--- config.mk ---
export PLATFORM = sky130hd
export DESIGN_NAME = ddr_cmd_timing_mon
export DESIGN_NICKNAME = d
export VERILOG_FILES = /design/src/rtl/ddr_mon_pkg.sv /design/src/rtl/ddr_mon_decode.sv /design/src/rtl/ddr_mon_bank.sv /design/src/rtl/ddr_mon_shared.sv /design/src/rtl/ddr_mon_select.sv /design/src/rtl/ddr_cmd_timing_mon.sv
export SDC_FILE = /design/constraint.sdc
export NUM_CORES = 1
export LEC_CHECK = 0
export BUFFER_PORTS_ARGS = -buffer_cell sky130_fd_sc_hd__buf_2
export CAP_MARGIN = 10
export CORE_MARGIN = 8
export CORE_UTILIZATION = 55
export CTS_BUF_LIST = sky130_fd_sc_hd__clkbuf_8
export DETAILED_ROUTE_END_ITERATION = 7
export PLACE_DENSITY = 0.84
export SLEW_MARGIN = 20
export SYNTH_ARGS = -nofsm -noshare
export SYNTH_HDL_FRONTEND = slang
export SYNTH_HIERARCHICAL = 1
export SYNTH_SLANG_ARGS = --single-unit
--- constraint.sdc ---
create_clock -name clk -period 10.51 [get_ports clk]
set_clock_uncertainty 0.05 [all_clocks]
set_input_delay 2.102 -clock clk [delete_from_list [all_inputs] [get_ports clk]]
set_output_delay 2.102 -clock clk [all_outputs]
set_load 0.02 [all_outputs]
--- src/rtl/ddr_mon_pkg.sv ---
package ddr_mon_pkg;

  typedef enum logic [2:0] {
    C_NONE, C_ACT, C_RD, C_WR, C_PRE, C_REF, C_LMR, C_BST
  } cmd_e;

  // Lower value = higher reporting priority; V_NONE means no fault.
  typedef enum logic [3:0] {
    V_NONE     = 4'd0,
    V_CLOSED   = 4'd1,
    V_REOPEN   = 4'd2,
    V_REF_OPEN = 4'd3,
    V_RCD      = 4'd4,
    V_RAS      = 4'd5,
    V_WREC     = 4'd6,
    V_RC       = 4'd7,
    V_RP       = 4'd8,
    V_RRD      = 4'd9,
    V_MRD      = 4'd10,
    V_RFC      = 4'd11
  } viol_e;

  function automatic cmd_e decode_cmd(logic cs_n, logic ras_n, logic cas_n, logic we_n);
    if (cs_n) return C_NONE;
    case ({ras_n, cas_n, we_n})
      3'b011:  return C_ACT;
      3'b101:  return C_RD;
      3'b100:  return C_WR;
      3'b010:  return C_PRE;
      3'b001:  return C_REF;
      3'b000:  return C_LMR;
      3'b110:  return C_BST;
      default: return C_NONE;
    endcase
  endfunction

  // Bits needed to hold lim-1.
  function automatic int unsigned cnt_bits(int unsigned lim);
    return (lim <= 2) ? 1 : $clog2(lim);
  endfunction

  // Next value of a spacing timer: reload on its start command, else count to zero.
  function automatic int unsigned tick(logic load, int unsigned lim, int unsigned cur);
    if (load) return lim - 1;
    return (cur == 0) ? 0 : cur - 1;
  endfunction

  function automatic viol_e pick_first(viol_e a, viol_e b);
    if (a == V_NONE) return b;
    if (b == V_NONE) return a;
    return (a < b) ? a : b;
  endfunction

endpackage

--- src/rtl/ddr_mon_decode.sv ---
module ddr_mon_decode
  import ddr_mon_pkg::*;
(
  input  logic clk,
  input  logic rst_n,
  input  logic cke,
  input  logic cs_n,
  input  logic ras_n,
  input  logic cas_n,
  input  logic we_n,
  output cmd_e cmd
);
  logic cke_q;

  always_ff @(posedge clk) begin
    if (!rst_n) cke_q <= 1'b0;
    else        cke_q <= cke;
  end

  always_comb begin
    cmd = cke_q ? decode_cmd(cs_n, ras_n, cas_n, we_n) : C_NONE;
  end
endmodule

--- src/rtl/ddr_mon_bank.sv ---
module ddr_mon_bank
  import ddr_mon_pkg::*;
#(
  parameter int unsigned T_RCD = 3,
  parameter int unsigned T_RAS = 8,
  parameter int unsigned T_RC  = 11,
  parameter int unsigned T_RP  = 3,
  parameter int unsigned T_WR  = 3
) (
  input  logic  clk,
  input  logic  rst_n,
  input  cmd_e  cmd,
  input  logic  hit,
  input  logic  pre_all,
  output logic  open_o,
  output viol_e code_o
);
  localparam int unsigned RCD_W = cnt_bits(T_RCD);
  localparam int unsigned RAS_W = cnt_bits(T_RAS);
  localparam int unsigned RC_W  = cnt_bits(T_RC);
  localparam int unsigned RP_W  = cnt_bits(T_RP);
  localparam int unsigned WR_W  = cnt_bits(T_WR);

  logic             open_q;
  logic [RCD_W-1:0] rcd_q;
  logic [RAS_W-1:0] ras_q;
  logic [RC_W-1:0]  rc_q;
  logic [RP_W-1:0]  rp_q;
  logic [WR_W-1:0]  wr_q;

  logic ev_act, ev_rw, ev_wr, ev_close;
  assign ev_act   = (cmd == C_ACT) && hit;
  assign ev_rw    = ((cmd == C_RD) || (cmd == C_WR)) && hit;
  assign ev_wr    = (cmd == C_WR) && hit && open_q;
  assign ev_close = (cmd == C_PRE) && (hit || pre_all) && open_q;

  always_comb begin
    code_o = V_NONE;
    if (ev_rw) begin
      if (!open_q)          code_o = V_CLOSED;
      else if (rcd_q != 0)  code_o = V_RCD;
    end else if (ev_act) begin
      if (open_q)           code_o = V_REOPEN;
      else if (rc_q != 0)   code_o = V_RC;
      else if (rp_q != 0)   code_o = V_RP;
    end else if (ev_close) begin
      if (ras_q != 0)       code_o = V_RAS;
      else if (wr_q != 0)   code_o = V_WREC;
    end
  end

  always_ff @(posedge clk) begin
    if (!rst_n) begin
      open_q <= 1'b0;
      rcd_q  <= '0;
      ras_q  <= '0;
      rc_q   <= '0;
      rp_q   <= '0;
      wr_q   <= '0;
    end else begin
      if (ev_act)        open_q <= 1'b1;
      else if (ev_close) open_q <= 1'b0;
      rcd_q <= RCD_W'(tick(ev_act,   T_RCD, int'(rcd_q)));
      ras_q <= RAS_W'(tick(ev_act,   T_RAS, int'(ras_q)));
      rc_q  <= RC_W'(tick(ev_act,    T_RC,  int'(rc_q)));
      rp_q  <= RP_W'(tick(ev_close,  T_RP,  int'(rp_q)));
      wr_q  <= WR_W'(tick(ev_wr,     T_WR,  int'(wr_q)));
    end
  end

  assign open_o = open_q;
endmodule

--- src/rtl/ddr_mon_shared.sv ---
module ddr_mon_shared
  import ddr_mon_pkg::*;
#(
  parameter int unsigned BA_W  = 2,
  parameter int unsigned T_RRD = 2,
  parameter int unsigned T_MRD = 2,
  parameter int unsigned T_RFC = 14,
  localparam int unsigned NBANK = 1 << BA_W
) (
  input  logic             clk,
  input  logic             rst_n,
  input  cmd_e             cmd,
  input  logic [BA_W-1:0]  ba,
  input  logic [NBANK-1:0] bank_open,
  output viol_e            code_o,
  output logic [BA_W-1:0]  bank_o
);
  localparam int unsigned RRD_W = cnt_bits(T_RRD);
  localparam int unsigned MRD_W = cnt_bits(T_MRD);
  localparam int unsigned RFC_W = cnt_bits(T_RFC);

  logic [RRD_W-1:0] rrd_q;
  logic [MRD_W-1:0] mrd_q;
  logic [RFC_W-1:0] rfc_q;
  logic [BA_W-1:0]  low_open;

  always_comb begin
    low_open = '0;
    for (int i = NBANK - 1; i >= 0; i--) begin
      if (bank_open[i]) low_open = BA_W'(i);
    end
  end

  always_comb begin
    code_o = V_NONE;
    case (cmd)
      C_ACT: begin
        if (rrd_q != 0)      code_o = V_RRD;
        else if (mrd_q != 0) code_o = V_MRD;
      end
      C_REF: begin
        if (|bank_open)      code_o = V_REF_OPEN;
        else if (mrd_q != 0) code_o = V_MRD;
      end
      C_LMR, C_PRE: begin
        if (rfc_q != 0)      code_o = V_RFC;
      end
      default: code_o = V_NONE;
    endcase
    bank_o = (code_o == V_REF_OPEN) ? low_open : ba;
  end

  always_ff @(posedge clk) begin
    if (!rst_n) begin
      rrd_q <= '0;
      mrd_q <= '0;
      rfc_q <= '0;
    end else begin
      rrd_q <= RRD_W'(tick(cmd == C_ACT, T_RRD, int'(rrd_q)));
      mrd_q <= MRD_W'(tick(cmd == C_LMR, T_MRD, int'(mrd_q)));
      rfc_q <= RFC_W'(tick(cmd == C_REF, T_RFC, int'(rfc_q)));
    end
  end
endmodule

--- src/rtl/ddr_mon_select.sv ---
module ddr_mon_select
  import ddr_mon_pkg::*;
#(
  parameter int unsigned BA_W = 2,
  localparam int unsigned NBANK = 1 << BA_W
) (
  input  logic [NBANK-1:0][3:0] bank_codes,
  input  viol_e                 shared_code,
  input  logic [BA_W-1:0]       shared_bank,
  output viol_e                 code_o,
  output logic [BA_W-1:0]       bank_o
);
  viol_e           best;
  logic [BA_W-1:0] best_bank;

  always_comb begin
    best      = V_NONE;
    best_bank = '0;
    for (int i = 0; i < NBANK; i++) begin
      if (viol_e'(bank_codes[i]) != V_NONE &&
          (best == V_NONE || viol_e'(bank_codes[i]) < best)) begin
        best      = viol_e'(bank_codes[i]);
        best_bank = BA_W'(i);
      end
    end
    code_o = pick_first(best, shared_code);
    if (code_o == V_NONE)             bank_o = '0;
    else if (code_o == shared_code)   bank_o = shared_bank;
    else                              bank_o = best_bank;
  end
endmodule

--- src/rtl/ddr_cmd_timing_mon.sv ---
module ddr_cmd_timing_mon
  import ddr_mon_pkg::*;
#(
  parameter int unsigned ADDR_W = 13,
  parameter int unsigned BA_W   = 2,
  parameter int unsigned T_RCD  = 3,
  parameter int unsigned T_RAS  = 8,
  parameter int unsigned T_RC   = 11,
  parameter int unsigned T_RP   = 3,
  parameter int unsigned T_RRD  = 2,
  parameter int unsigned T_WR   = 3,
  parameter int unsigned T_MRD  = 2,
  parameter int unsigned T_RFC  = 14
) (
  input  logic              clk,
  input  logic              rst_n,
  input  logic              cke,
  input  logic              cs_n,
  input  logic              ras_n,
  input  logic              cas_n,
  input  logic              we_n,
  input  logic [BA_W-1:0]   ba,
  input  logic [ADDR_W-1:0] addr,
  output logic              viol_valid,
  output logic [3:0]        viol_code,
  output logic [BA_W-1:0]   viol_bank
);
  localparam int unsigned NBANK  = 1 << BA_W;
  localparam int unsigned AP_BIT = 10;

  // Named internal events, also observed by the bound checker.
  cmd_e                   cmd_w;
  logic [NBANK-1:0]       bank_open_w;
  logic [NBANK-1:0][3:0]  bank_code_w;
  viol_e                  shared_code_w;
  logic [BA_W-1:0]        shared_bank_w;
  viol_e                  sel_code_w;
  logic [BA_W-1:0]        sel_bank_w;
  logic                   pre_all_w;
  logic                   unused_addr_bits;

  assign pre_all_w        = addr[AP_BIT];
  assign unused_addr_bits = ^{addr[ADDR_W-1:AP_BIT+1], addr[AP_BIT-1:0]};

  ddr_mon_decode u_decode (
    .clk   (clk),
    .rst_n (rst_n),
    .cke   (cke),
    .cs_n  (cs_n),
    .ras_n (ras_n),
    .cas_n (cas_n),
    .we_n  (we_n),
    .cmd   (cmd_w)
  );

  for (genvar b = 0; b < NBANK; b++) begin : g_bank
    viol_e code_b;
    ddr_mon_bank #(
      .T_RCD (T_RCD),
      .T_RAS (T_RAS),
      .T_RC  (T_RC),
      .T_RP  (T_RP),
      .T_WR  (T_WR)
    ) u_bank (
      .clk     (clk),
      .rst_n   (rst_n),
      .cmd     (cmd_w),
      .hit     (ba == BA_W'(b)),
      .pre_all (pre_all_w),
      .open_o  (bank_open_w[b]),
      .code_o  (code_b)
    );
    assign bank_code_w[b] = code_b;
  end

  ddr_mon_shared #(
    .BA_W  (BA_W),
    .T_RRD (T_RRD),
    .T_MRD (T_MRD),
    .T_RFC (T_RFC)
  ) u_shared (
    .clk       (clk),
    .rst_n     (rst_n),
    .cmd       (cmd_w),
    .ba        (ba),
    .bank_open (bank_open_w),
    .code_o    (shared_code_w),
    .bank_o    (shared_bank_w)
  );

  ddr_mon_select #(.BA_W(BA_W)) u_select (
    .bank_codes  (bank_code_w),
    .shared_code (shared_code_w),
    .shared_bank (shared_bank_w),
    .code_o      (sel_code_w),
    .bank_o      (sel_bank_w)
  );

  always_ff @(posedge clk) begin
    if (!rst_n) begin
      viol_valid <= 1'b0;
      viol_code  <= 4'd0;
      viol_bank  <= '0;
    end else begin
      viol_valid <= (sel_code_w != V_NONE);
      viol_code  <= sel_code_w;
      viol_bank  <= sel_bank_w;
    end
  end
endmodule

Yosys cells after proc, flatten, opt, wreduce, memory -nomap -nowiden
Index checks and enable logic that the tools add are counted.
Widths: inputs -> output; s select.
- add/sub/neg operators: 23
- $lt $le $gt $ge: 4
- equality and inequality tests: 17
- muxes and demuxes: 178
- bitwise logic cells: 1
- reduce and logical (&&, ||, !) cells: 97
- operator list (operator ; count):
    $mux 4 ; 60
    $mux 2 ; 44
    $mux 3 ; 23
    $mux 1 ; 49
    $logic_not 4->1 ; 11
    $reduce_bool 4->1 ; 10
    $reduce_bool 2->1 ; 16
    $logic_and 1x1->1 ; 27
    $logic_not 2->1 ; 13
    $sub 2x1->2 const B ; 12
    $pmux 3 s7 ; 1
    $sub 4x1->4 const B ; 5
    $eq 3x3->1 const B ; 6
    $lt 4x4->1 ; 4
    $logic_not 3->1 ; 5
    $eq 3x2->1 const B ; 4
    $pmux 4 s3 ; 1
    $reduce_bool 3->1 ; 4
    $sub 3x1->3 const B ; 4
    $logic_or 1x1->1 ; 8
    $eq 3x1->1 const B ; 2
    $eq 2x2->1 const B ; 2
    $eq 4x2->1 const B ; 1
    $eq 4x4->1 ; 1
    other kinds (5) ; 7
- bits in registers: 70
- bits of input ports: 22
- output and inout port bits: 7
- word-level logic and storage cells: 351

Depth between registers and ports, before layout
- word-level depth: 31
- depth in mapped cells: 38
- gate-level depth less buffers: 37

Modules after synthesis
Netlist, hierarchy kept.
- modules (own cells, without submodules) (module ; instances ; cells an instance ; area an instance (um2) ; sequential area each (um2)):
    ddr_mon_bank ; 4 ; 74 ; 670.6 ; 280.3
    ddr_mon_select ; 1 ; 165 ; 1227.4 ; 0.0
    ddr_mon_shared ; 1 ; 50 ; 415.4 ; 120.1
    ddr_cmd_timing_mon ; 1 ; 18 ; 212.7 ; 140.1
    ddr_mon_decode ; 1 ; 10 ; 77.6 ; 20.0

Least setup slack after synthesis
Ideal clock, no wire load.
- path kind: input to register
- start: in cs_n
- end: reg viol_bank[1]
- data arrival time: 10.509 ns
- required time: 10.345 ns
- path slack: -0.164 ns
- cell stages on the path: 36
- buffers on the path: 1
- cells stage by stage: nand2b_1 a211oi_1 nand2b_1 or4b_4 o21ai_0 inv_1 ha_1 o211ai_1 o21a_1 clkbuf_8 a32oi_1 inv_1 ha_1 nand3b_1 o221a_2 o211ai_1 a21o_2 nand2_1 nand2_1 nand2_1 inv_1 ha_1 a21o_1 a2111oi_4 a211o_2 a2bb2oi_1 inv_1 ha_1 a21o_1 a21oi_1 a21o_1 a31oi_1 or4_1 a211oi_1 a311oi_1 and2_1
- cells in the longest elaborated chain, start to end: 29
- ends and longest elaborated chain (element ; line ; RTL):
    from (decl) ; ddr_cmd_timing_mon.sv:18 ; input logic cs_n,
    $mux 1 * ; ddr_mon_pkg.sv:24 ; if (cs_n) return C_NONE;
    $mux 3 * ; ddr_mon_pkg.sv:25 ; case ({ras_n, cas_n, we_n})
    $mux 3 * ; ddr_mon_decode.sv:21 ; cmd = cke_q ? decode_cmd(cs_n, ras_n, cas_n, we_n) : C_NONE;
    net cmd_w[2] ; ddr_cmd_timing_mon.sv:32 ; cmd_e cmd_w;
    $eq 3x3->1 ; ddr_mon_bank.sv:35 ; assign ev_close = (cmd == C_PRE) && (hit || pre_all) && open_q;
    $logic_and 1x1->1 (2 in a row) ; ddr_mon_bank.sv:35 ;
    $mux 4 ; ddr_mon_bank.sv:46 ; end else if (ev_close) begin
    $mux 4 ; ddr_mon_bank.sv:42 ; end else if (ev_act) begin
    (+1 left out) ; -- ;
    net g_bank[0].code_b[1] ; ddr_cmd_timing_mon.sv:57 ; viol_e code_b;
    (+11 left out) ; -- ;
    $logic_or 1x1->1 ; ddr_mon_select.sv:21 ; (best == V_NONE || viol_e'(bank_codes[i]) < best)) begin
    $logic_and 1x1->1 ; ddr_mon_select.sv:20 ; if (viol_e'(bank_codes[i]) != V_NONE &&
    $mux 4 ; ddr_mon_select.sv:20 ;
    $lt 4x4->1 ; ddr_mon_pkg.sv:51 ; return (a < b) ? a : b;
    $mux 4 (2 in a row) ; ddr_mon_pkg.sv:51 ;
    $mux 4 ; ddr_mon_pkg.sv:50 ; if (b == V_NONE) return a;
    $eq 4x4->1 / $logic_not 4->1 (equally long branches) ; ddr_mon_select.sv:28, ddr_mon_select.sv:27 ;
    $mux 2 / $reduce_or 2->1 (equally long branches) ; -- ;
    to (signal assigned) ; ddr_cmd_timing_mon.sv:107 ; viol_bank <= sel_bank_w;
    to (decl) ; ddr_cmd_timing_mon.sv:26 ; output logic [BA_W-1:0] viol_bank
Mark *: on every way through the listed nets, which the timed path passes. The rest lies on a longest branch. The select of a mux whose other input is x is not followed.
A chain may end at the register's enable or synchronous reset.

Worst setup path after layout
- start: in ras_n
- end: reg viol_bank[0]
- cells in the longest elaborated chain, start to end: 30
- ends and longest elaborated chain (element ; line ; RTL):
    from (decl) ; ddr_cmd_timing_mon.sv:19 ; input logic ras_n,
    $eq 3x3->1 (tied with other cells) ; ddr_mon_pkg.sv:25 ;
    $pmux 3 s7 * ; ddr_mon_pkg.sv:25 ;
    $mux 3 * ; ddr_mon_pkg.sv:25 ;
    $mux 3 * ; ddr_mon_decode.sv:21 ;
    net cmd_w[1] ; ddr_cmd_timing_mon.sv:32 ;
    $eq 3x3->1 ; ddr_mon_bank.sv:35 ;
    $logic_and 1x1->1 (2 in a row) ; ddr_mon_bank.sv:35 ;
    $mux 4 ; ddr_mon_bank.sv:46 ;
    (+2 left out) ; -- ;
    net g_bank[0].code_b[2] ; ddr_cmd_timing_mon.sv:57 ;
    (+11 left out) ; -- ;
    $logic_or 1x1->1 ; ddr_mon_select.sv:21 ;
    $logic_and 1x1->1 ; ddr_mon_select.sv:20 ;
    $mux 4 ; ddr_mon_select.sv:20 ;
    $lt 4x4->1 ; ddr_mon_pkg.sv:51 ;
    $mux 4 (2 in a row) ; ddr_mon_pkg.sv:51 ;
    $mux 4 ; ddr_mon_pkg.sv:50 ;
    $eq 4x4->1 / $logic_not 4->1 (equally long branches) ; ddr_mon_select.sv:28, ddr_mon_select.sv:27 ;
    $mux 2 / $reduce_or 2->1 (equally long branches) ; -- ;
Marks and branches as above.

==> results.ini <==
[sta]
finalSetupViolCount=0
tns_ns=0
finalMaxSlewViolations=0
rsz0062_at_grt=false
hold_viol_final=0
clock.fmax_mhz=99.6
hold_ws_ns=0.390
period_share_pct=95.6
worstMarginPinSlew_ns=0.924
min_period_ns=10.04
slew-limit-headroom_pct=37.9

[global_route]
grt_start_max_net_pins=27
track_usage_pct=19.3
grt_pass1_vias=4183
grt_overflow=0
grt_first_pass_wirelength_um=18600
antenna_found_initial=0

[synthesis]
synth_edf_count=0
syn_nets=580
synth_compound_area_share_pct=28.1
yosysWarnings=6
dominantRegCellSynth=dfxtp_1
netlist_area_um2=4620
syn-instance-count=539
postSynth.asyncResetShare_pct=0
syn_avg_cell_area_um2=8.56
seq_area_frac_synth_pct=30.4
synth_fa_ha_area_share_pct=5.61
synth_mux_area_share_pct=1.19
synth_top_family_by_area=simple AND/OR/NAND/NOR gates
yosys_register_bits=70
synth_cell_type_count=85
synth_xor_xnor_area_share_pct=0.759
synth_simple_gate_area_share_pct=29.3

[place]
dp.final_hpwl_um=7920
place_congestion=0.936
io_buffers=16

[worst_setup_path]
r2r-start=u_decode/cke_q
r2r_end=viol_bank[0]
endpoint=viol_bank[0]
slowest_stage=nor2_2
r2r_cells=34
slowest_delay_ns=0.61
cp_num_buf_inv=6
arrival_ns=10.23
cp-start-kind=input pin
cp_common_cell=ha_1
r2r_setup_slack_ns=2.11
cp-end-kind=flop
cp.depth=36
required_ns=10.70
crit_path_start=ras_n
crit_path_max_fanout=23
worstSetupPathType=input pin to flop
crit_family=compound AO/OA/AOI/OAI gates

[die]
initial_utilization_pct=56.5
row_count=33
die_width_um=108
fp.dieH_um=108
io_pins=29
dieArea_um2=11600
core_um2=8180

[drt]
firstDrtPassIters=5
vias=4361
dr_wl_met2_um=5440
met1_length_um=4700
met3_length_um=564
wire_per_inst_um=16.1
dr.max_layer_used=met4
drt_iter0_markers=307
drtAntennaViolNets=0
drc=0
drt_wl_total_um=11000
viasPerCell=6.40

[hold_path]
hold_path.class=flop to flop
hold_path_depth=1

[run_status]
status=completed

[clock_network]
ctsHoldBuffers=0
clock-root-buffer=clkbuf_8
tritoncts=done
htree_levels=3
cts.sinks=70
path_clk_slew_ns=0.08
numCtsBuffers=9
clkLatencyLatePin_ns=0.35
clock_path_buffers=2

[run]
timing.max_cap.violations=0

[cells_and_area]
syn_to_final_growth_pct=9.24
layout-drive-gt1-share_pct=17.7
utilization_pct=61.7
final_nets=612
diodes=0
fill_cells=717

[pwr]
power_leakage_nw=1.91
total_power_w=0.000586
powerDensity_nw_per_um2=116
peakVddDrop_uv=70.1

==> synthesized netlist by cell type (all sizes together) (11+ instances only) <==
cell	instances	area share, %
nor3b	16	3.1
a21oi	51	5.5
ha	19	5.2
nor4	14	2.6
dfxtp	70	30
o211ai	11	1.9
nor3	12	1.3
and2	12	1.7
nor2	61	5.0
inv	26	2.1
o21ai	40	4.4
nand2	38	3.1
==> metrics by stage <==
step	std cells	setup slack (ns)	area (um2)
6_report	681	0.467	5040
5_1_grt	681	0.000387	5040
4_1_cts	681	0.549	5030
3_5_place_dp	665	0.207	4840
3_3_place_gp	665	0.508	4840
2_1_floorplan	539	0.315	4620
==> worst reg2reg max path: cells and delay by family, from the launching register on <==
| family | cells | cell delay [ns] |
|---|---|---|
| buffers and inverters | 4 | 0.41 |
| AOI/OAI and AO/OA | 16 | 3.91 |
| muxes | 1 | 0.43 |
| DFF | 1 | 0.32 |
| and+or+nand+nor | 9 | 1.88 |
| adders and majority gates | 4 | 1.27 |
==> logic make-up after synthesis <==
group                    after synthesis
AND/OR/NAND/NOR                      217
AO/OA/AOI/OAI                        182
multiplexers                           5
flip-flops                            70
other                                  1
buffers and inverters                 39
adder cells (fa/ha/maj)               21
XOR/XNOR                               4
==> report_power, final <==
group | switching (W) | internal [W] | total [W]
logic | 0.0000488 | 0.0000363 | 0.0000851
clock network | 0.000110 | 0.000110 | 0.000219
registers | 0.00000736 | 0.000274 | 0.000282
total | 0.000166 | 0.000421 | 0.000586
==> cell usage in the layout, fill, tap and decap left out, types with 10 or more instances in the layout <==
cell       n
a21oi_1   51
nor3b_1   13
inv_1     25
buf_4     14
o211ai_1  10
and2_1    10
nor3_1    12
ha_1      19
buf_2     16
nand2_1   38
dfxtp_1   70
o21ai_0   38
nor2_1    60
==> layer usage <==
layer | up-vias | track usage, %
li1 | 2103 | -
met1 | 2090 | 22.5
met2 | 135 | 33.2
met3 | 33 | 4.37
met4 | 0 | 8.23
met5 | - | 0
==> repair_timing <==
item,4_1_cts,5_1_grt
setup endpoints to repair,0,2
buffers inserted,0,0
resized for setup,0,1
==> layout make-up <==
class / instances / area [um2] / share of cell area, %
well taps: 105 / 131 / 2.61
clock inverters: 7 / 72.6 / 1.44
inverters: 30 / 113 / 2.23
repair buffers: 30 / 185 / 3.67
clock buffers: 9 / 124 / 2.46
multi-input cells: 430 / 3020 / 59.8
flip-flops and latches: 70 / 1400 / 27.8
==> state kept, by name, indices dropped and copies added, names as in the netlist, 2 cells and up <==
register              count
g_bank.u_bank/wr_q        8
g_bank.u_bank/rcd_q       8
g_bank.u_bank/ras_q      12
g_bank.u_bank/open_o      4
viol_code                 4
viol_bank                 2
g_bank.u_bank/rc_q       16
u_shared/rfc_q            4
g_bank.u_bank/rp_q        8
==> worst min-delay path by stage <==
stage / startpoint / end / slack, ns
after global routing: g_bank[0].u_bank/rcd_q[0] / g_bank[0].u_bank/rcd_q[0] / 0.41
after floorplan: g_bank[0].u_bank/rcd_q[0] / g_bank[0].u_bank/rcd_q[0] / 0.37
after CTS: g_bank[2].u_bank/rcd_q[0] / g_bank[2].u_bank/rcd_q[0] / 0.39
after detailed placement: g_bank[2].u_bank/rcd_q[0] / g_bank[2].u_bank/rcd_q[0] / 0.38
after global placement: g_bank[3].u_bank/rcd_q[0] / g_bank[3].u_bank/rcd_q[0] / 0.38
final: g_bank[2].u_bank/rcd_q[0] / g_bank[2].u_bank/rcd_q[0] / 0.39
No activity file was read; power rests on OpenSTA's default activity.
